## src/rtl/pmc_pkg.sv

```systemverilog
package pmc_pkg;
  typedef enum logic [2:0] {
    MD_OFF   = 3'd0,
    MD_WAKE  = 3'd1,
    MD_ACT   = 3'd2,
    MD_PDOWN = 3'd3,
    MD_SLEEP = 3'd4,
    MD_RST   = 3'd5
  } pmc_mode_e;

  // synchronizer lane order
  localparam int LN_PB    = 7;
  localparam int LN_USB   = 6;
  localparam int LN_AC    = 5;
  localparam int LN_PWR   = 4;
  localparam int LN_RPIN  = 3;
  localparam int LN_FTHM  = 2;
  localparam int LN_FPG   = 1;
  localparam int LN_FUV   = 0;
  localparam int N_LANES  = 8;
endpackage

```

## src/rtl/pmc_sync.sv

```systemverilog
module pmc_sync #(
  parameter int           W       = 8,
  parameter logic [W-1:0] RST_VAL = '0
) (
  input  logic         clk,
  input  logic         rst_n,
  input  logic [W-1:0] d,
  output logic [W-1:0] q
);
  for (genvar i = 0; i < W; i++) begin : g_lane
    logic s1, s2;
    always_ff @(posedge clk or negedge rst_n) begin
      if (!rst_n) begin
        s1 <= RST_VAL[i];
        s2 <= RST_VAL[i];
      end else begin
        s1 <= d[i];
        s2 <= s1;
      end
    end
    assign q[i] = s2;
  end
endmodule

```

## src/rtl/pmc_wakedet.sv

```systemverilog
module pmc_wakedet (
  input  logic clk,
  input  logic rst_n,
  input  logic pb_s,
  input  logic usb_s,
  input  logic ac_s,
  output logic wake_ev
);
  logic pb_d, usb_d, ac_d;

  always_ff @(posedge clk or negedge rst_n) begin
    if (!rst_n) begin
      pb_d  <= 1'b1;
      usb_d <= 1'b0;
      ac_d  <= 1'b0;
    end else begin
      pb_d  <= pb_s;
      usb_d <= usb_s;
      ac_d  <= ac_s;
    end
  end

  assign wake_ev = (pb_d & ~pb_s) | (~usb_d & usb_s) | (~ac_d & ac_s);
endmodule

```

## src/rtl/pmc_presstimer.sv

```systemverilog
module pmc_presstimer #(
  parameter int TICKS_PER_SEC = 32768,
  parameter int LONG_SEC      = 8
) (
  input  logic clk,
  input  logic rst_n,
  input  logic tick,
  input  logic held,
  output logic hit
);
  localparam int LIM = TICKS_PER_SEC * LONG_SEC;
  localparam int CW  = $clog2(LIM + 1);

  logic [CW-1:0] cnt;
  logic          at_end;

  assign at_end = (cnt == CW'(LIM - 1));
  assign hit    = held & tick & at_end;

  always_ff @(posedge clk or negedge rst_n) begin
    if (!rst_n)       cnt <= '0;
    else if (!held)   cnt <= '0;
    else if (tick)    cnt <= at_end ? '0 : cnt + 1'b1;
  end

  // a long-press report restarts the period from zero
  p_lp_restart_r12: assert property (@(posedge clk) disable iff (!rst_n)
    hit |=> (cnt == '0));
endmodule

```

## src/rtl/pmc_ctrl.sv

```systemverilog
module pmc_ctrl #(
  parameter int TICKS_PER_SEC = 32768,
  parameter int WAKE_SEC      = 5,
  parameter int PDOWN_SEC     = 1,
  parameter int RST_MIN_SEC   = 1,
  parameter int LONG_SEC      = 8
) (
  input  logic clk,
  input  logic rst_n,
  input  logic tick,
  input  logic pb_n,
  input  logic usb_ok,
  input  logic ac_ok,
  input  logic pwr_en,
  input  logic rst_pin_n,
  input  logic off_sel,
  input  logic aon_req,
  input  logic flt_thermal,
  input  logic flt_pgood,
  input  logic flt_uvlo,
  output logic wake_pull,
  output logic nsq_en,
  output logic aon_ldo_en,
  output logic seq_up,
  output logic seq_down,
  output logic reg_rst,
  output logic ser_en
);
  import pmc_pkg::*;

  localparam int WAKE_T  = WAKE_SEC * TICKS_PER_SEC;
  localparam int PDOWN_T = PDOWN_SEC * TICKS_PER_SEC;
  localparam int RDWL_T  = RST_MIN_SEC * TICKS_PER_SEC;
  localparam int CMAX    = (WAKE_T > PDOWN_T) ? ((WAKE_T > RDWL_T) ? WAKE_T : RDWL_T)
                                              : ((PDOWN_T > RDWL_T) ? PDOWN_T : RDWL_T);
  localparam int DW      = $clog2(CMAX + 1);
  localparam logic [N_LANES-1:0] SYNC_RST = (N_LANES'(1) << LN_PB) | (N_LANES'(1) << LN_RPIN);

  logic [N_LANES-1:0] raw, syn;
  logic pb_s, usb_s, ac_s, pwr_s, rpin_s, flt_any;
  logic wake_ev, lp_hit, rst_req;

  assign raw = {pb_n, usb_ok, ac_ok, pwr_en, rst_pin_n, flt_thermal, flt_pgood, flt_uvlo};

  pmc_sync #(.W(N_LANES), .RST_VAL(SYNC_RST)) u_sync (
    .clk(clk), .rst_n(rst_n), .d(raw), .q(syn)
  );

  assign pb_s    = syn[LN_PB];
  assign usb_s   = syn[LN_USB];
  assign ac_s    = syn[LN_AC];
  assign pwr_s   = syn[LN_PWR];
  assign rpin_s  = syn[LN_RPIN];
  assign flt_any = syn[LN_FTHM] | syn[LN_FPG] | syn[LN_FUV];

  pmc_wakedet u_wake (
    .clk(clk), .rst_n(rst_n), .pb_s(pb_s), .usb_s(usb_s), .ac_s(ac_s), .wake_ev(wake_ev)
  );

  pmc_presstimer #(.TICKS_PER_SEC(TICKS_PER_SEC), .LONG_SEC(LONG_SEC)) u_press (
    .clk(clk), .rst_n(rst_n), .tick(tick), .held(~pb_s), .hit(lp_hit)
  );

  assign rst_req = ~rpin_s | lp_hit;

  pmc_mode_e     st_q, st_d;
  logic [DW-1:0] dwell_q;
  logic          wake_to, pdown_to, rdwl_ok;
  logic          up_q, dn_q, rr_q, aon_hold_q;
  logic          entering;

  assign wake_to  = tick && (dwell_q == DW'(WAKE_T - 1));
  assign pdown_to = tick && (dwell_q == DW'(PDOWN_T - 1));
  assign rdwl_ok  = (dwell_q >= DW'(RDWL_T));

  always_comb begin
    st_d = st_q;
    if (st_q == MD_OFF) begin
      if (wake_ev && !flt_any) st_d = MD_WAKE;
    end else if (flt_any) begin
      st_d = MD_OFF;
    end else if (rst_req && st_q != MD_RST) begin
      st_d = MD_RST;
    end else begin
      unique case (st_q)
        MD_WAKE:  if (pwr_s) st_d = MD_ACT;
                  else if (wake_to) st_d = MD_OFF;
        MD_ACT:   if (!pwr_s) st_d = off_sel ? MD_OFF : MD_PDOWN;
        MD_PDOWN: if (pdown_to) st_d = MD_SLEEP;
        MD_SLEEP: if (pwr_s) st_d = MD_ACT;
                  else if (wake_ev) st_d = MD_WAKE;
        MD_RST:   if (rdwl_ok && rpin_s) st_d = MD_WAKE;
        default:  st_d = MD_OFF;
      endcase
    end
  end

  assign entering = (st_d != st_q);

  always_ff @(posedge clk or negedge rst_n) begin
    if (!rst_n) begin
      st_q       <= MD_OFF;
      dwell_q    <= '0;
      up_q       <= 1'b0;
      dn_q       <= 1'b0;
      rr_q       <= 1'b0;
      aon_hold_q <= 1'b0;
    end else begin
      st_q <= st_d;
      if (entering)                        dwell_q <= '0;
      else if (tick && dwell_q != DW'(CMAX)) dwell_q <= dwell_q + 1'b1;
      up_q <= entering && (st_d == MD_ACT);
      dn_q <= entering && (st_d == MD_OFF || st_d == MD_PDOWN || st_d == MD_RST);
      rr_q <= entering && (st_d == MD_OFF || st_d == MD_SLEEP || st_d == MD_RST);
      if (entering && st_d == MD_SLEEP) aon_hold_q <= aon_req;
    end
  end

  assign wake_pull  = (st_q == MD_WAKE);
  assign nsq_en     = (st_q != MD_OFF) && (st_q != MD_RST);
  assign ser_en     = (st_q != MD_OFF) && (st_q != MD_RST);
  assign aon_ldo_en = (st_q == MD_SLEEP) ? aon_hold_q :
                      (st_q == MD_WAKE || st_q == MD_ACT || st_q == MD_PDOWN) ? aon_req : 1'b0;
  assign seq_up     = up_q;
  assign seq_down   = dn_q;
  assign reg_rst    = rr_q;

  // a synchronized fault lands in OFF on the next edge
  p_fault_off_r9: assert property (@(posedge clk) disable iff (!rst_n)
    flt_any |=> (st_q == MD_OFF));

  // a clean acknowledge in WAKE gives ACTIVE with a power-up strobe
  p_wake_ack_r3: assert property (@(posedge clk) disable iff (!rst_n)
    (st_q == MD_WAKE && pwr_s && !flt_any && !rst_req) |=> (st_q == MD_ACT && seq_up));

  // the always-on enable does not move while SLEEP persists
  p_sleep_hold_r7: assert property (@(posedge clk) disable iff (!rst_n)
    (st_q == MD_SLEEP && $past(st_q) == MD_SLEEP) |-> $stable(aon_ldo_en));

  // RESET is kept while the pin is still low
  p_rst_hold_r11: assert property (@(posedge clk) disable iff (!rst_n)
    (st_q == MD_RST && !rpin_s && !flt_any) |=> (st_q == MD_RST));

  // fault and acknowledge together never strobe power-up
  p_fault_wins_r13: assert property (@(posedge clk) disable iff (!rst_n)
    (st_q == MD_WAKE && flt_any) |=> !seq_up);
endmodule

```

## config.mk

```make
export PLATFORM = sky130hd
export DESIGN_NAME = pmc_ctrl
export DESIGN_NICKNAME = d
export VERILOG_FILES = /design/src/rtl/pmc_pkg.sv /design/src/rtl/pmc_sync.sv /design/src/rtl/pmc_wakedet.sv /design/src/rtl/pmc_presstimer.sv /design/src/rtl/pmc_ctrl.sv
export SDC_FILE = /design/constraint.sdc
export NUM_CORES = 1
export LEC_CHECK = 0
export ABC_AREA = 1
export BUFFER_PORTS_ARGS = -buffer_cell sky130_fd_sc_hd__buf_2
export CAP_MARGIN = 20
export CORE_ASPECT_RATIO = 0.5
export CORE_UTILIZATION = 50
export CTS_CLUSTER_SIZE = 10
export DETAILED_ROUTE_END_ITERATION = 10
export GPL_ROUTABILITY_DRIVEN = 0
export GPL_TIMING_DRIVEN = 1
export HOLD_SLACK_MARGIN = 0.1
export PLACE_DENSITY = 0.8
export SYNTH_ARGS = -nofsm -noshare
export SYNTH_HDL_FRONTEND = slang
export SYNTH_SLANG_ARGS = --single-unit
```

## constraint.sdc

```tcl
create_clock -name clk -period 2.1 [get_ports clk]
set_input_delay 0.21 -clock clk [delete_from_list [all_inputs] [get_ports clk]]
set_output_delay 0.21 -clock clk [all_outputs]
set_load 0.02 [all_outputs]
```

=== Yosys cells after proc, flatten, opt, wreduce, memory -nomap -nowiden ===
Cells that the tools add are included.

* Register bits after elaboration: 63
* Input bits: 13
* Output and inout port bits: 7
* Logic and storage cells: 101

* $add $sub $neg: 2
* Magnitude comparators: 1
* Equal/unequal tests: 15
* Muxes and demuxes: 20
* Bitwise gates (word level): 14
* Reduce and logical (&&, ||, !) cells: 23

{| class="wikitable"
|+ Operators with widths
! operator !! count
|-
| $mux W19 || 3
|-
| $mux W18 || 2
|-
| $mux W3 || 11
|-
| $add A19 B1 Y19 const B || 1
|-
| $eq A19 B18 Y1 const B || 1
|-
| $add A18 B1 Y18 const B || 1
|-
| $eq A18 B15 Y1 const B || 1
|-
| $eq A18 B18 Y1 const B || 1
|-
| $ge A18 B16 Y1 const B || 1
|-
| $ne A18 B18 Y1 const B || 1
|-
| $pmux W3 S5 || 1
|-
| $eq A3 B2 Y1 const B || 4
|-
| $eq A3 B3 Y1 const B || 4
|-
| $logic_and A1 B1 Y1 || 11
|-
| $logic_not A3 Y1 || 2
|-
| $logic_or A1 B1 Y1 || 6
|-
| $and A1 B1 Y1 || 5
|-
| $or A1 B1 Y1 || 5
|-
| $not A1 Y1 || 4
|-
| $reduce_bool A2 Y1 || 2
|-
| $eq A3 B1 Y1 const B || 1
|-
| $ne A3 B3 Y1 || 1
|-
| $ne A3 B3 Y1 const B || 1
|-
| $reduce_bool A3 Y1 || 1
|-
| 3 further kinds || 4
|}

=== Longest topological paths before layout ===
Gate-level depths: netlist of run 1.

* Depth in word-level cells: 14
* Depth in mapped cells: 18
* Gate-level depth less buffers: 17

=== By module ===
A second synthesis of run 1 with hierarchy kept.

* Cell total of the unflattened synthesis: 431
* Area, all modules: 3532.1 um^2

{| class="wikitable"
|+ By module, submodules not included
! module !! instances !! cells each !! area an instance (um^2) !! sequential area each (um^2)
|-
| pmc_ctrl || 1 || 238 || 1721.7 || 625.6
|-
| pmc_presstimer || 1 || 159 || 1241.2 || 475.5
|-
| pmc_sync || 1 || 24 || 465.4 || 405.4
|-
| pmc_wakedet || 1 || 10 || 103.8 || 76.3
|}

=== Worst setup path before layout of run 1 ===
Ideal clock, no wire load.

* Kind: reg2reg
* From: register u_press.cnt[0]
* To: register aon_hold_q
* Setup time: 116 ps
* Arrival time: 1727 ps
* Required time: 1984 ps
* Slack: 256 ps
* Cell stages (with the launch flop): 18
* Buffers on the path: 1
* Clock period less this slack: 1844 ps
* Cells stage by stage: dfrtp_1 ha_1 nand2_1 nor2_2 nand2_1 nor2_1 nand3_1 nand2_1 nand3_2 nand3_2 nand2_2 nand2_1 nand2_1 nand2_2 buf_6 nand2_1 nand2_1 nand2_1

* Cells in the longest elaborated chain, start to end: 9
* Elaborated cells between the ends (all ways): 10
* Those cells by class: 3 x eq/ne; 3 x mux; 2 x bitwise; 2 x reduce/logical

{| class="wikitable"
|+ Ends and longest elaborated chain
! what !! line !! source
|-
| start, declared || pmc_presstimer.sv:14 || <nowiki>logic [CW-1:0] cnt;</nowiki>
|-
| start signal, assigned || pmc_presstimer.sv:23 || <nowiki>else if (tick) cnt <= at_end ? '0 : cnt + 1'b1;</nowiki>
|-
| $eq A19 B18 Y1 (*) || pmc_presstimer.sv:17 || <nowiki>assign at_end = (cnt == CW'(LIM - 1));</nowiki>
|-
| $and A1 B1 Y1 (*) || pmc_presstimer.sv:18 || <nowiki>assign hit = held & tick & at_end;</nowiki>
|-
| $or A1 B1 Y1 (*) || pmc_ctrl.sv:64 || <nowiki>assign rst_req = ~rpin_s | lp_hit;</nowiki>
|-
| $logic_and A1 B1 Y1 (*) || pmc_ctrl.sv:82 || <nowiki>end else if (rst_req && st_q != MD_RST) begin</nowiki>
|-
| $mux W3 (*) || pmc_ctrl.sv:82 ||
|-
| $mux W3 (*) || pmc_ctrl.sv:80 || <nowiki>end else if (flt_any) begin</nowiki>
|-
| $mux W3 (*) || pmc_ctrl.sv:78 || <nowiki>if (st_q == MD_OFF) begin</nowiki>
|-
| $ne A3 B3 Y1 / $eq A3 B3 Y1 (equally long branches) || pmc_ctrl.sv:98, pmc_ctrl.sv:115 ||
|-
| $logic_and A1 B1 Y1 (*) || pmc_ctrl.sv:115 || <nowiki>if (entering && st_d == MD_SLEEP) aon_hold_q <= aon_req;</nowiki>
|-
| end signal, assigned || pmc_ctrl.sv:115 ||
|-
| end, declared || pmc_ctrl.sv:69 || <nowiki>logic up_q, dn_q, rr_q, aon_hold_q;</nowiki>
|}

Mark *: on every way between the ends. The rest lies on a longest branch, timed or not.
A chain may end at the register's enable or synchronous reset.

=== Worst setup path after layout of run 1 ===
* From: register u_press.cnt[1]
* To: register dwell_q[13]

* Cells in the longest elaborated chain, start to end: 9
* Elaborated cells between the ends (all ways): 10
* Those cells by class: 2 x eq/ne; 4 x mux; 2 x bitwise; 2 x reduce/logical

{| class="wikitable"
|+ Ends and longest elaborated chain
! what !! line !! source
|-
| $eq A19 B18 Y1 (*) || pmc_presstimer.sv:17 ||
|-
| $and A1 B1 Y1 (*) || pmc_presstimer.sv:18 ||
|-
| $or A1 B1 Y1 (*) || pmc_ctrl.sv:64 ||
|-
| $logic_and A1 B1 Y1 (*) || pmc_ctrl.sv:82 ||
|-
| $mux W3 (*) || pmc_ctrl.sv:82 ||
|-
| $mux W3 (*) || pmc_ctrl.sv:80 ||
|-
| $mux W3 (*) || pmc_ctrl.sv:78 ||
|-
| $ne A3 B3 Y1 (*) || pmc_ctrl.sv:98 || <nowiki>assign entering = (st_d != st_q);</nowiki>
|-
| $mux W18 / $reduce_bool A2 Y1 (equally long branches) || - ||
|-
| end signal, assigned || pmc_ctrl.sv:111 || <nowiki>else if (tick && dwell_q != DW'(CMAX)) dwell_q <= dwell_q + 1'b1;</nowiki>
|-
| end, declared || pmc_ctrl.sv:67 || <nowiki>logic [DW-1:0] dwell_q;</nowiki>
|}

Marked as above.

==> flow_summary.yaml, run 1 <==
clocking:
  cts_root_buffer: "clkbuf_16"
  cts_buffer_depth: 2
  tritoncts: "done"
  numCtsBuffers: 9
  clk_pin_slew_ps: 50
  htreeDepth: 3
  clock_sinks: 63
  clock_latency_ps: 340
routing:
  drt-vias-per-instance: 5.48
  drt-total-wl_um: 8430
  first_pass_iters: 6
  wire_per_inst_um: 15.6
  ant_nets: 0
  drc_errors: 0
  vias: 2956
  drt_iter0_markers: 278
timing:
  rsz0062_at_grt: "true"
  fmax_ghz: 0.452
  setup_slack_ps: -113
  post-route-min-period_ps: 2210
  slew_violations: 0
  finalCritPeriodShare: 1.05
  fin_skew_ps: 5.16
  fin_worst_hold_slack_ps: 160
  tightest_slew_ps: 503
  tns_ps: -1480
  hold_violations: 0
  finalSetupViolCount: 19
  slew_headroom: 0.662
floorplanning:
  rows: 20
  core_mm2: 0.00608
  initial_utilization: 0.520
  die_h_um: 58.2
  die_w_um: 114
  dieArea_mm2: 0.00667
  io_pins: 20
synthesis:
  ys_seq_elements: 63
  synth_cell_type_count: 33
  syn_inst: 386
  ys_seq_area_frac: 0.501
  syn_nets: 402
  synth_area_mm2: 0.00316
  ys_warn_count: 0
  avgSynthCellArea_um2: 8.19
power:
  p_int_uw: 2900
  p_leak_uw: 0.00190
  swShare: 0.304
  power_switching_uw: 1270
  clkPwrFrac: 0.394
  power_frac_comb: 0.278
  p_per_area_mw_per_mm2: 990
  seq_power_share: 0.328
  ir_drop_mv: 0.390
setup_path:
  cp_cell_sequence: "ha_2 > nand2_2 > nor2_4 > nand2_2 > nor2_1 > nand3_1 > nand2_2 > nand2_2 > nand4_1 > nand2_1 > nor2_2 > nand2_4 > buf_12 > buf_12 > nor2_1"
  start_kind: "flip-flop"
  slowest_delay_ps: 380
  arrival_ps: 2470
  path_buf_inv: 2
  crit_path_end_kind: "flip-flop"
  required_ps: 2360
  worstPathMaxFanout: 9
  path_class: "flip-flop to flip-flop"
  slowest_stage: "dfrtp_1"
  crit_top_cell: "nand2_2"
  cp_top_family: "simple AND/OR/NAND/NOR gates"
global_route:
  antenna_found_initial: 0
  grt_pass1_vias: 2811
  overflow: 0
  gr-usage-all-layers: 0.256
  grt_max_degree: 64
  grt_first_pass_wirelength_um: 12800
job:
  drv_cap: 0
final_layout:
  drive_above_1_share: 0.293
  final_cell_mix: "nand2_1, dfrtp_1, inv_1"
  antenna_cells: 0
  final_cells: 539
  final_common_cell: "nand2_1"
  final_net_count: 462
  area_delta_synth_final_pct: 33.2
outcome:
  violations: "setup timing"
  outcome: "finished, violations left"
worst_hold_path:
  holdCritPathClass: "primary input to flip-flop"
place:
  port_buffers: 19
  dp_hpwl_um: 4440
  dp.cells: 499
-- power groups by stage --
stage | sequential, µW | combinational (µW) | clock (µW)
6_report | 1370 | 1160 | 1640
5_1_grt | 1380 | 1230 | 1710
4_1_cts | 1350 | 1010 | 1640
3_5_place_dp | 1380 | 668 | 0
3_3_place_gp | 1380 | 657 | 0
2_1_floorplan | 1390 | 450 | 0
-- Yosys cell counts, drive strengths merged --
library cell,number,area (µm²)
a32o,1,10.0
nor3,13,75.1
nand4,10,62.6
o21ai,15,75.1
nand3,30,165
nor4,4,25.0
nand3b,1,7.51
a2bb2oi,1,8.76
o211ai,1,7.51
buf,6,41.3
clkinv,1,3.75
xnor2,2,17.5
o31ai,2,15.0
nor2,63,254
a311oi,1,8.76
dfstp,5,131
a211oi,1,12.5
dfrtp,58,1450
xor2,16,140
o22ai,8,50.1
nand2,83,324
ha,3,37.5
inv,56,213
a21oi,5,25.0
-- state kept, by name (all words and copies together) (netlist names), 3 cells and up --
signal	cells
u_press.cnt	19
u_sync.g_lane.s1	8
st_q	3
u_sync.g_lane.s2	8
dwell_q	18
-- per-layer routing --
metal	track usage	part of all wire	routed length [µm]	vias to the layer above
met1	0.284	0.40	3360	1435
met2	0.454	0.51	4280	129
met3	0.0837	0.065	547	30
met5	0	0	0	-
li1	-	-	-	1362
met4	0.126	0.029	248	0
-- metrics by stage --
step / power [µW] / setup slack, ps / area (µm²) / utilization
floorplan: 1840 / 256 / 3160 / -
global placement: 2030 / 117 / 3440 / 0.566
detailed placement: 2050 / 66.6 / 3440 / 0.566
global route: 4320 / -191 / 4210 / 0.693
finish: 4170 / -113 / 4210 / 0.693
CTS: 4000 / 6.73 / 4040 / 0.664
-- cell families (layout without fill, tap and decap cells) --
family,count (synthesis),in the layout,share of synthesized area
adders and majority gates,3,3,0.0119
DFF,63,63,0.501
buffers and inverters,63,128,0.0815
and+or+nand+nor,204,204,0.289
xor gates and xnor gates,18,18,0.0499
AOI/OAI and AO/OA,35,35,0.0673
-- layout make-up --
type / count / area (µm²)
fill: 399 / 1870
sequential: 63 / 1580
multi-input combinational: 260 / 1510
timing repair buffer: 55 / 458
clock buffer: 10 / 239
inverter: 57 / 219
tap: 88 / 110
clock inverter: 6 / 91.3
-- worst paths after layout --
path / cells past startpoint / startpoint / slack (ps) / endpoint
setup reg to reg: 15 / u_press.cnt[1]$_DFFE_PN0P_ / -110 / dwell_q[13]$_DFFE_PN0P_
min in group asynchronous: 3 / rst_n / 420 / dwell_q[0]$_DFFE_PN0P_
hold reg to reg: 0 / u_sync.g_lane[4].s1$_DFF_PN0_ / 350 / u_sync.g_lane[4].s2$_DFF_PN0_
hold / removal: 3 / aon_req / 160 / aon_hold_q$_DFFE_PN0P_
setup / recovery: 15 / u_press.cnt[1]$_DFFE_PN0P_ / -110 / dwell_q[13]$_DFFE_PN0P_
max in group asynchronous: 3 / rst_n / 1370 / u_sync.g_lane[7].s1$_DFF_PN1_
-- timing repair --
action                     CTS  global route
resized for setup           15            44
pin swaps                   11            13
hold endpoints to repair    66             0
setup endpoints to repair   17            37
cloned                       1             0
buffers inserted            11             3
hold buffers                 9             0
-- worst register-to-register path: stages (launching register included) --
cell	delay [ps]
dfrtp_1	380
ha_2	220
nand2_2	90
nor2_4	110
nand2_2	80
nor2_1	140
nand3_1	120
nand2_2	130
nand2_2	70
nand4_1	120
nand2_1	80
nor2_2	130
nand2_4	70
buf_12	130
buf_12	140
nor2_1	120
Note: power is estimated with default switching activity, not from simulation.
==> run 2: changes to the inputs <==
- ABC_AREA: 1 -> not set
- GPL_ROUTABILITY_DRIVEN: 0 -> not set
==> run 2 against run 1 <==
Compared with the run above: critical path type unchanged; via count increased by 14%; sequential share of layout area decreased by 4.0 points; largest power group unchanged; critical endpoint is now dwell_q[15]$_DFFE_PN0P_; worst hold slack improved by 39 ps; the run still ends with setup timing left; die area decreased by 0.69%.
==> flow_summary.yaml, run 2 <==
routing:
  first_pass_iters: 5
  drt_iter0_markers: 389
  ant_nets: 0
  drc_errors: 0
  drt-total-wl_um: 11600
  wire_per_inst_um: 21.8
  vias: 3380
  drt-vias-per-instance: 6.34
final_layout:
  drive_above_1_share: 0.410
  final_cell_mix: "buf_4, dfrtp_1, nand2_1"
  final_cells: 533
  antenna_cells: 0
  final_net_count: 460
  regMostFlops: "u_press.cnt"
  nFillCells: 273
  stdcell_area_mm2: 0.00471
  area_delta_synth_final_pct: 50.2
  reg_top3: "u_press.cnt: 19 flops, dwell_q: 18 flops"
  post-route-util: 0.819
  largest_reg_flops: 19
  final_common_cell: "buf_4"
clocking:
  cts_root_buffer: "clkbuf_16"
  clock_latency_ps: 330
  numCtsBuffers: 9
  tritoncts: "done"
  clk_pin_slew_ps: 60
  cts_buffer_depth: 2
  htreeDepth: 3
  clock_sinks: 63
power:
  finalPower_uw: 3980
  ir_drop_mv: 0.644
  p_leak_uw: 0.00211
  p_per_area_mw_per_mm2: 843
job:
  drv_cap: 0
synthesis:
  ys_seq_area_frac: 0.504
  synthArstFlopShare: 1.00
  synth_top_area_frac: 0.462
  synth_ff_type: "dfrtp_1"
  netlist_top_cells_area: "dfrtp_1, nor2_1, dfstp_2"
  syn_inst: 327
  synth.most_common_cell: "dfrtp_1"
  syn_nets: 343
  synth_area_mm2: 0.00314
  ys_seq_elements: 63
  synthTopCellsByCount: "dfrtp_1, nor2_1, nand2_1, o21ai_0"
  yosys.area.top_type: "dfrtp_1"
  avgSynthCellArea_um2: 9.60
  ys_warn_count: 0
  synth_cell_type_count: 53
  synth_edf_count: 0
setup_path:
  slowest_stage: "or4_1"
  path_buf_inv: 2
  start_kind: "flip-flop"
  cp_top_family: "simple AND/OR/NAND/NOR gates"
  worstPathMaxFanout: 6
  required_ps: 2360
  worst-path-stages: 10
  cp_cell_sequence: "ha_2 > and4_4 > nand4_1 > or4_1 > a211o_1 > a2bb2oi_2 > nand3b_1 > buf_6 > buf_2 > nor2_1"
  slowest_delay_ps: 520
  arrival_ps: 2800
  path_class: "flip-flop to flip-flop"
  crit_path_end_kind: "flip-flop"
  reg2regPathDepth: 10
global_route:
  overflow: 0
  grt_first_pass_wirelength_um: 16300
  gr-usage-all-layers: 0.326
  grt_pass1_vias: 3416
  grt_max_degree: 39
  antenna_found_initial: 0
timing:
  fmax_ghz: 0.394
  finalSetupViolCount: 38
  tightest_slew_ps: 610
  post-route-min-period_ps: 2540
  rsz0062_at_grt: "true"
  slew_headroom: 0.590
  fin_skew_ps: 3.41
  hold_violations: 0
  slew_violations: 0
  finalCritPeriodShare: 1.21
  setup_slack_ps: -438
floorplanning:
  dieArea_mm2: 0.00662
  die_h_um: 58.0
  rows: 19
  io_pins: 20
  core_mm2: 0.00575
  initial_utilization: 0.546
  die_w_um: 114
place:
  port_buffers: 19
  gp_congestion: 0.826
  dp.cells: 491
  post_dp_cell_area_mm2: 0.00385
  dp_hpwl_um: 5410
  dp_slack_ps: -319
worst_hold_path:
  holdCritPathClass: "primary input to flip-flop"
  whs_path_depth: 3
outcome:
  violations: "setup timing"
  outcome: "finished, violations left"
==> run 2: cell count changes in the layout (fill, tap and decap cells not counted), sizes merged, moves of 7 or more <==
cell / before / now
nand3: 30 / 12
nor2: 63 / 43
nand2: 83 / 26
nor2b: 0 / 9
inv: 57 / 14
buf: 45 / 111
o22ai: 8 / 1
nand2b: 0 / 7
==> run 2: worst min-delay path: cells and delay by family <==
kind	cells	cell delay (ps)
AOI/OAI and AO/OA	1	90
buffers and inverters	1	100
and+or+nand+nor	1	90
==> run 2: routing by layer <==
layer | track usage | vias up | routed length (µm)
li1 | - | 1405 | -
met1 | 0.347 | 1609 | 4210
met2 | 0.610 | 264 | 5530
met3 | 0.0910 | 102 | 986
met4 | 0.156 | 0 | 884
met5 | 0 | - | 0
==> run 2: power breakdown <==
part	internal (µW)	total [µW]	switching [µW]
Clock	1100	1660	563
Combinational	402	962	560
Sequential	1300	1350	53.2
Total	2800	3980	1180
==> run 2: worst paths after layout <==
check	slack, ps	end	startpoint
max	-440	dwell_q[15]$_DFFE_PN0P_	u_press.cnt[0]$_DFFE_PN0P_
min	200	aon_hold_q$_DFFE_PN0P_	aon_req
max reg2reg	-440	dwell_q[15]$_DFFE_PN0P_	u_press.cnt[0]$_DFFE_PN0P_
min reg2reg	350	u_sync.g_lane[4].s2$_DFF_PN0_	u_sync.g_lane[4].s1$_DFF_PN0_
max in group asynchronous	990	u_sync.g_lane[7].s2$_DFF_PN1_	rst_n
min in group asynchronous	420	dwell_q[0]$_DFFE_PN0P_	rst_n
==> run 2: logic make-up after synthesis <==
group	Yosys count	synth area share
xor+xnor	20	0.0558
compound gates	62	0.137
fa+ha+maj	3	0.0120
mux	1	0.00319
flops	63	0.504
simple gates	150	0.251
buf+inv	28	0.0375
==> run 2: through the flow <==
stage,hold WS (ps),setup TNS [ps]
floorplan,-85.6,-2440
global placement,236,-4890
detailed placement,253,-6390
CTS,167,-5810
global route,202,-11960
finish,199,-10070
==> run 2: cell type report <==
| cell class | count | area, µm² | share of cell area |
|---|---|---|---|
| Sequential cell | 63 | 1580 | 0.336 |
| Inverter | 14 | 52.6 | 0.0111 |
| Clock inverter | 5 | 80.1 | 0.0170 |
| Multi-Input combinational cell | 236 | 1710 | 0.362 |
| Timing Repair Buffer | 120 | 935 | 0.198 |
| Tap cell | 84 | 105 | 0.0223 |
| Clock buffer | 11 | 253 | 0.0536 |
==> run 2: what timing repair did <==
action                                  in CTS  in global routing
gates resized for setup                     48                 42
cloned                                       3                  0
endpoints found under the setup margin      32                 39
setup buffers                               20                  5
pin swaps                                   15                 13
hold endpoints to repair                    33                  0
hold buffers                                 9                  0
